[src/rtl/irq_vec_pkg.sv]
package irq_vec_pkg;
  localparam int CH_BITS  = 3;
  localparam int GRP_BITS = 2;
  localparam int NUM_GRP  = 4;
  localparam int NUM_URG  = 3;
  localparam int VEC_BITS = 8;

  typedef struct packed {
    logic                hit;
    logic [CH_BITS-1:0]  chan;
    logic [GRP_BITS-1:0] grp;
  } irq_sel_t;
endpackage

[src/rtl/urg_flags.sv]
module urg_flags
  import irq_vec_pkg::*;
#(
  parameter int NUM_CH = 8
) (
  input  logic                    clk,
  input  logic                    rst,
  input  logic [NUM_URG*NUM_CH-1:0] set_pulse,
  input  logic                    clr_en,
  input  logic [GRP_BITS-1:0]     clr_grp,
  input  logic [CH_BITS-1:0]      clr_chan,
  output logic [NUM_URG*NUM_CH-1:0] pend
);
  for (genvar g = 0; g < NUM_URG; g++) begin : g_grp
    for (genvar c = 0; c < NUM_CH; c++) begin : g_ch
      logic hit_clr;
      assign hit_clr = clr_en && (clr_grp == GRP_BITS'(g)) && (clr_chan == CH_BITS'(c));
      always_ff @(posedge clk) begin
        if (rst)
          pend[g*NUM_CH+c] <= 1'b0;
        else if (set_pulse[g*NUM_CH+c])
          pend[g*NUM_CH+c] <= 1'b1;
        else if (hit_clr)
          pend[g*NUM_CH+c] <= 1'b0;
      end
    end
  end
endmodule

[src/rtl/prio_pick.sv]
module prio_pick
  import irq_vec_pkg::*;
#(
  parameter int NUM_CH = 8
) (
  input  logic [NUM_GRP*NUM_CH-1:0] active,
  output irq_sel_t                  sel
);
  always_comb begin
    sel.hit  = 1'b0;
    sel.chan = CH_BITS'(NUM_CH-1);
    sel.grp  = GRP_BITS'(NUM_GRP-1);
    for (int g = NUM_GRP-1; g >= 0; g--) begin
      for (int c = NUM_CH-1; c >= 0; c--) begin
        if (active[g*NUM_CH+c]) begin
          sel.hit  = 1'b1;
          sel.chan = CH_BITS'(c);
          sel.grp  = GRP_BITS'(g);
        end
      end
    end
  end
endmodule

[src/rtl/vec_fmt.sv]
module vec_fmt
  import irq_vec_pkg::*;
#(
  parameter int ADDR_W = 6
) (
  input  logic                mode_wide,
  input  logic [ADDR_W-1:0]   dev_addr,
  input  logic                port_any,
  input  irq_sel_t            sel,
  output logic [VEC_BITS-1:0] vec
);
  localparam int NARROW_ADDR = VEC_BITS - 1 - CH_BITS - GRP_BITS;
  localparam int WIDE_ADDR   = VEC_BITS - GRP_BITS;

  always_comb begin
    if (mode_wide)
      vec = {dev_addr[WIDE_ADDR-1:0], sel.grp};
    else
      vec = {dev_addr[NARROW_ADDR-1:0], port_any, sel.chan, sel.grp};
  end
endmodule

[src/rtl/irq_vector_gen.sv]
module irq_vector_gen
  import irq_vec_pkg::*;
#(
  parameter int NUM_CH   = 8,
  parameter int NUM_PORT = 4,
  parameter int ADDR_W   = 6
) (
  input  logic                      clk,
  input  logic                      rst,
  input  logic                      mode_wide,
  input  logic [ADDR_W-1:0]         dev_addr,
  input  logic [NUM_URG*NUM_CH-1:0] urg_req,
  input  logic [NUM_CH-1:0]         misc_lvl,
  input  logic [NUM_PORT-1:0]       port_req,
  input  logic                      ack_start,
  input  logic                      ack_done,
  output logic                      irq_out,
  output logic [VEC_BITS-1:0]       vec_out,
  output logic                      vec_valid,
  output logic [VEC_BITS-1:0]       gstat_out
);
  localparam int GAP_W = VEC_BITS - NUM_PORT - CH_BITS;

  logic [NUM_URG*NUM_CH-1:0] urg_pend;
  logic [NUM_CH-1:0]         lvl_q;
  logic [NUM_PORT-1:0]       port_q;
  logic [NUM_GRP*NUM_CH-1:0] active;
  irq_sel_t                  cur_sel;
  irq_sel_t                  lat_sel;
  logic [VEC_BITS-1:0]       vec_next;
  logic                      clr_urgent;

  assign active     = {lvl_q, urg_pend};
  assign clr_urgent = ack_done && vec_valid && lat_sel.hit &&
                      (lat_sel.grp != GRP_BITS'(NUM_GRP-1));

  urg_flags #(.NUM_CH(NUM_CH)) u_flags (
    .clk       (clk),
    .rst       (rst),
    .set_pulse (urg_req),
    .clr_en    (clr_urgent),
    .clr_grp   (lat_sel.grp),
    .clr_chan  (lat_sel.chan),
    .pend      (urg_pend)
  );

  prio_pick #(.NUM_CH(NUM_CH)) u_pick (
    .active (active),
    .sel    (cur_sel)
  );

  vec_fmt #(.ADDR_W(ADDR_W)) u_fmt (
    .mode_wide (mode_wide),
    .dev_addr  (dev_addr),
    .port_any  (|port_q),
    .sel       (cur_sel),
    .vec       (vec_next)
  );

  always_ff @(posedge clk) begin
    if (rst) begin
      lvl_q   <= '0;
      port_q  <= '0;
      irq_out <= 1'b0;
    end else begin
      lvl_q   <= misc_lvl;
      port_q  <= port_req;
      irq_out <= (|urg_pend) || (|lvl_q) || (|port_q);
    end
  end

  always_ff @(posedge clk) begin
    if (rst) begin
      vec_out   <= '0;
      vec_valid <= 1'b0;
      lat_sel   <= '0;
    end else if (ack_start) begin
      vec_out   <= vec_next;
      vec_valid <= 1'b1;
      lat_sel   <= cur_sel;
    end else if (ack_done) begin
      vec_valid <= 1'b0;
    end
  end

  assign gstat_out = {port_q, {GAP_W{1'b0}}, lat_sel.chan};
endmodule

[config.mk]
export PLATFORM = sky130hd
export DESIGN_NAME = irq_vector_gen
export DESIGN_NICKNAME = d
export VERILOG_FILES = /design/src/rtl/irq_vec_pkg.sv /design/src/rtl/urg_flags.sv /design/src/rtl/prio_pick.sv /design/src/rtl/vec_fmt.sv /design/src/rtl/irq_vector_gen.sv
export SDC_FILE = /design/constraint.sdc
export NUM_CORES = 1
export LEC_CHECK = 0
export BUFFER_PORTS_ARGS = -buffer_cell sky130_fd_sc_hd__buf_4
export CAP_MARGIN = 0
export CORE_ASPECT_RATIO = 0.6
export CORE_MARGIN = 2
export CORE_UTILIZATION = 46
export DETAILED_ROUTE_END_ITERATION = 16
export GPL_TIMING_DRIVEN = 0
export PLACE_DENSITY_LB_ADDON = 0.15
export SYNTH_ARGS = -nofsm -noshare
export SYNTH_HDL_FRONTEND = slang
export SYNTH_SLANG_ARGS = --single-unit
[constraint.sdc]
create_clock -name clk -period 1.4 [get_ports clk]
set_input_delay 0.14 -clock clk [delete_from_list [all_inputs] [get_ports clk]]
set_output_delay 0.14 -clock clk [all_outputs]
set_load 0.01 [all_outputs]
==> flow_summary.json, run 1 <==
{
  "multi_input_area_um2": 1204,
  "cts_tree": "done",
  "overflow": 0,
  "yosys.area.top_type": "dfxtp_1",
  "fin_nets": 393,
  "grt_pass1_vias": 1935,
  "irDropWorstVdd_v": 0.0005583,
  "placedInstanceArea_um2": 2704,
  "seq_area_um2": 1026,
  "dp_hpwl_um": 4350,
  "wire_per_inst_um": 14.61,
  "synth_top_area_share_pct": 46.24,
  "start_kind": "register",
  "route.layer.met1.wl_um": 2901,
  "power_density_nw_per_um2": 1041,
  "syn_area_um2": 2165,
  "vias_per_cell": 5.327,
  "ctsHtreeMaxLevel": 2,
  "finClkSkew_ns": 0.004209,
  "finalHoldViolations": 0,
  "setup_ws_ns": -0.2981,
  "yosys_most_used_dff": "dfxtp_1",
  "hp-class": "in -> reg",
  "critPathMaxFanout": 3,
  "synth-edff-count": 0,
  "dieArea_um2": 5288,
  "area_growth_pct": 40.12,
  "cts_num_sinks": 50,
  "worst-setup-path-type": "reg -> reg",
  "synthesis.nets": 321,
  "drt-pass1-iter-count": 4,
  "timing.hold.ws_ns": 0.02913,
  "timing.final.crit_share_pct": 121.3,
  "tightest_slew_ns": 0.5117,
  "met2_length_um": 2421,
  "crit_arrival_ns": 1.87,
  "dp.cells": 398,
  "start_util_pct": 47.67,
  "fmax_ghz": 0.5889,
  "fp.dieW_um": 92.56,
  "track_usage_pct": 23.42,
  "p_leak_uw": 0.001239,
  "die_h_um": 57.14,
  "maxSlewHeadroom_pct": 65.88,
  "violations": "negative setup slack",
  "n_antenna_cell": 0,
  "drtIter0Drc": 105,
  "routed_wl_um": 5991,
  "grt_pass1_wl_um": 9459,
  "cts_made_buffers": 5,
  "instances_no_fill": 410,
  "yosysSeqAreaShare_pct": 46.24,
  "yosysMostFrequentCell": "nor2_1",
  "finalMaxSlewViolations": 0,
  "setup_violations": 13,
  "antenna_found_initial": 0,
  "io_buffer_count": 61,
  "yosys-top-cells-area": "dfxtp_1 46%, nor2_1 9.0%, a21oi_1 8.1%",
  "utilization_pct": 66.80,
  "synth_cell_types": 34,
  "status": "complete, but fails checks",
  "syn_inst": 274,
  "period_needed_ns": 1.698,
  "final_cell_area_um2": 3033,
  "num_vias": 2184,
  "syn_avg_cell_area_um2": 7.900,
  "postRouteAntennaNets": 0,
  "drc": 0,
  "rows": 19,
  "synthTopCellsByCount": "52 x nor2_1, 50 x dfxtp_1, 35 x a21oi_1",
  "cts_buffer_depth": 2,
  "maxCapViolCount": 0,
  "rsz0062_at_grt": "true",
  "drive_above_1_share_pct": 34.01,
  "required_ns": 1.57,
  "path_clk_slew_ns": 0.09,
  "topRoutingLayerUsed": "met4",
  "grt_max_degree": 16,
  "ys_seq_elements": 50,
  "coreArea_um2": 4541,
  "gp_congestion": 0.9140,
  "async_flop_share_pct": 0,
  "yosysWarnings": 0,
  "worst_setup_path_end_kind": "register",
  "fillers": 394,
  "postCtsHoldBufs": 0,
  "ios": 65,
  "clk_latency_ns": 0.31,
  "ctsRootBufferMaster": "clkbuf_8",
  "wl_met3_um": 546
}
==> placed cells by master, fill, tap and decap left out, drive strengths merged, types with 5 or more instances in the layout <==
cell type  instances
dfxtp             50
buf               74
clkbuf            13
nor2b             12
nor3               6
o21ai              9
inv                7
nand2             33
nor4               7
nor2              52
or3                5
nor3b              5
a21oi             35
==> per-stage QoR <==
stage | setup WS [ns] | setup TNS, ns | total power [uW]
after floorplan | -0.09803 | -0.2923 | 1869
after global placement | -0.3087 | -5.086 | 2081
after detailed placement | -0.3295 | -5.504 | 2093
after CTS | -0.2310 | -1.418 | 3113
after global routing | -0.3629 | -3.223 | 3306
final | -0.2981 | -2.003 | 3156
==> registers in the layout (all words and copies together), names as in the netlist <==
signal        flops
u_flags.pend     24
lvl_q             8
vec_out           8
port_q            4
gstat_out         3
irq_out           1
lat_sel           1
vec_valid         1
==> area by class of cell <==
type                            count  share of cell area (%)
Multi-Input combinational cell    199                   39.69
Sequential cell                    50                   33.83
Timing Repair Buffer               68                   16.83
Tap cell                           63                   2.599
Buffer                             14                   2.475
Clock buffer                        5                   2.269
Clock inverter                      3                   1.320
Inverter                            8                  0.9901
==> critical path, stage by stage, from the launching register on <==
cell,delay (ns)
dfxtp_4,0.37
nor4_4,0.32
nand3_1,0.18
nor3_1,0.33
and4_1,0.29
a21oi_1,0.08
==> where the power goes <==
part / internal (uW) / leakage [uW] / switching (uW) / total, uW
Sequential: 1520 / 0.000422 / 115 / 1630
Clock: 526 / 0.0000579 / 488 / 1010
Combinational: 270 / 0.000759 / 240 / 509
==> cells by family after synthesis <==
kind of cell | share of synthesized area, %
buffers and inverters | 5.376
multiplexers | 1.850
other | 0.1732
AND/OR/NAND/NOR | 30.29
AO/OA/AOI/OAI | 16.07
flip-flops | 46.24
==> metal layers <==
layer / vias to the layer above / track usage [%]
met4: 0 / 8.102
met3: 15 / 5.945
met5: - / 0
li1: 1076 / -
met2: 103 / 32.53
met1: 990 / 35.28
==> worst paths after layout <==
| path | startpoint | end | slack, ns | cells past startpoint |
|---|---|---|---|---|
| min | urg_req[21] | u_flags.pend[21] | 0.03 | 3 |
| min reg2reg | vec_out[6] | vec_out[6] | 0.49 | 2 |
| max | u_flags.pend[13] | irq_out | -0.30 | 5 |
| max reg2reg | u_flags.pend[13] | irq_out | -0.30 | 5 |
==> what timing repair did <==
item                       4_1_cts  5_1_grt
resized for setup               26       20
setup buffers                    4        3
hold endpoints to repair         0        0
setup endpoints to repair       30       35
pin swaps                        7        6
(Power assumes the default switching activity.)
==> run 2: changes to the inputs <==
CORE_UTILIZATION = 47   (was 46)
HOLD_SLACK_MARGIN = 0.08   (was default)
SYNTH_HIERARCHICAL = 1   (was default)
clock period = 1.43 ns   (was 1.4 ns; I/O delays follow)
==> flow_summary.json, run 2 <==
{
  "ctsHtreeMaxLevel": 2,
  "cts_num_sinks": 52,
  "irDropWorstVdd_v": 0.0005330,
  "synthTopCellsByCount": "63 x nor2_1, 52 x dfxtp_1, 30 x nor2b_1",
  "syn_inst": 276,
  "fp.dieW_um": 97.71,
  "grt_max_degree": 17,
  "path_clk_slew_ns": 0.09,
  "clk_latency_ns": 0.30,
  "min_from": "urg_req[21]",
  "grt_pass1_vias": 2088,
  "fmax_ghz": 0.5530,
  "routed_wl_um": 6844,
  "top_regs": "u_flags/pend x24, lvl_q x8, vec_out x8",
  "reg2reg_slack_ns": -0.38,
  "synth_cell_types": 41,
  "yosysMostFrequentCell": "nor2_1",
  "cts_made_buffers": 5,
  "seq_area_um2": 1076,
  "synthesis.nets": 323,
  "drc": 0,
  "overflow": 0,
  "wire_per_inst_um": 15.88,
  "yosysWarnings": 6,
  "cts_buffer_depth": 2,
  "place_ws_ns": -0.3455,
  "synth-edff-count": 0,
  "dp_hpwl_um": 4825,
  "ys_seq_elements": 52,
  "rows": 20,
  "gp_congestion": 0.9152,
  "finalHoldViolations": 0,
  "async_flop_share_pct": 0,
  "reg2reg_from": "lvl_q[2]",
  "rsz0062_at_grt": "true",
  "antenna_found_initial": 0,
  "timing.final.crit_share_pct": 126.5,
  "finalMaxSlewViolations": 0,
  "postRouteAntennaNets": 0,
  "crit_arrival_ns": 1.99,
  "worst_setup_path_end_kind": "register",
  "io_buffer_count": 61,
  "die_h_um": 60.22,
  "vias_per_cell": 5.557,
  "drtIter0Drc": 160,
  "syn_area_um2": 2476,
  "layout_common_cells": "73 x buf_4, 62 x nor2_1, 36 x dfxtp_1",
  "coreArea_um2": 5080,
  "fillers": 404,
  "area_growth_pct": 43.61,
  "multi_input_area_um2": 1486,
  "ios": 65,
  "grt_pass1_wl_um": 10460,
  "track_usage_pct": 22.87,
  "power_density_nw_per_um2": 940.0,
  "start_util_pct": 48.74,
  "required_ns": 1.61,
  "hp-class": "in -> reg",
  "start_kind": "register",
  "synth_top_area_share_pct": 42.04,
  "yosys.area.top_type": "dfxtp_1",
  "largest-register": "u_flags/pend",
  "status": "complete, but fails checks",
  "setup_ws_ns": -0.3784,
  "drt-pass1-iter-count": 5,
  "num_vias": 2395,
  "p_leak_uw": 0.001467,
  "yosys-top-cells-area": "dfxtp_1 42%, nor2_1 9.6%, a311oi_1 8.5%",
  "n_antenna_cell": 0,
  "drive_above_1_share_pct": 36.99,
  "dieArea_um2": 5884,
  "period_needed_ns": 1.808,
  "fin_nets": 411,
  "critPathMaxFanout": 4,
  "setup_violations": 10,
  "finClkSkew_ns": 0.003829,
  "largest_register_ffs": 24,
  "worst-setup-path-type": "reg -> reg",
  "utilization_pct": 70.00,
  "syn_avg_cell_area_um2": 8.971,
  "violations": "negative setup slack",
  "final_common_cell": "buf_4",
  "cts_tree": "done",
  "yosys_most_used_dff": "dfxtp_1",
  "maxSlewHeadroom_pct": 56.56,
  "maxCapViolCount": 0,
  "ctsRootBufferMaster": "clkbuf_8",
  "tightest_slew_ns": 0.6502,
  "cp-startpoint": "lvl_q[2]",
  "yosysSeqAreaShare_pct": 42.04
}
[run 2: changes by cell type after synthesis, sizes merged, moves of 6 or more]
cell and delta:
mux2 +6, a311oi +23, buf +7, a21oi -29, nor4 +7, mux2i +10
nor2b +18, nand2 -30, nor2 +11
[run 2: what timing repair did]
item	in CTS	in global routing
resized for setup	29	17
buffers inserted	2	5
pin swaps	7	12
setup endpoints to repair	19	23
hold buffers	13	0
hold endpoints to repair	16	0
[run 2: critical path, stage by stage (launching register included)]
cell     delay (ns)
dfxtp_2        0.36
or4_4          0.53
buf_4          0.16
nor4b_4        0.22
nand4_1        0.17
mux2i_1        0.19
nor2_1         0.06
[run 2: power breakdown]
part           leakage [uW]  switching [uW]  internal [uW]
logic              0.000975             295            376
clock network     0.0000541             477            518
registers          0.000438             136           1540
total               0.00147             908           2430
[run 2: final cells by class]
| cell class | instances | share of cell area, % |
|---|---|---|
| multi-input combinational | 200 | 41.80 |
| sequential | 52 | 30.26 |
| timing repair buffer | 81 | 18.47 |
| buffer | 19 | 3.483 |
| tap | 66 | 2.322 |
| clock buffer | 5 | 1.935 |
| clock inverter | 3 | 1.196 |
| inverter | 5 | 0.5278 |
[run 2: final timing paths]
path | end | cells after the start
setup / recovery | lat_sel[5] | 6
hold reg to reg | vec_out[6] | 2
hold / removal | u_flags/pend[21] | 3
setup reg to reg | lat_sel[5] | 6
[run 2: layer usage]
layer  GRT usage (%)  vias up  share of wire, %
met2           35.76      102                43
met5               0        -                 0
met4           4.167        0              0.70
met3           4.561        4               9.4
met1           33.31     1121                47
li1                -     1168                 -
[run 2: logic make-up after synthesis]
| family | synth area share [%] |
|---|---|
| buffers and inverters | 5.760 |
| DFF | 42.04 |
| AOI/OAI and AO/OA | 14.70 |
| and+or+nand+nor | 28.04 |
| other | 0.1514 |
| muxes | 9.298 |
[run 2: through the flow]
| step | power [uW] | area, um2 | setup TNS, ns | hold WS (ns) | std cells |
|---|---|---|---|---|---|
| after floorplan | 1990 | 2502 | -0.3185 | 0.2151 | 276 |
| after global placement | 2223 | 3043 | -1.858 | 0.3531 | 403 |
| after detailed placement | 2236 | 3043 | -2.423 | 0.3570 | 403 |
| after CTS | 3305 | 3438 | -1.487 | 0.1130 | 426 |
| after global routing | 3488 | 3556 | -2.853 | 0.1195 | 431 |
| final | 3343 | 3556 | -2.007 | 0.1112 | 431 |
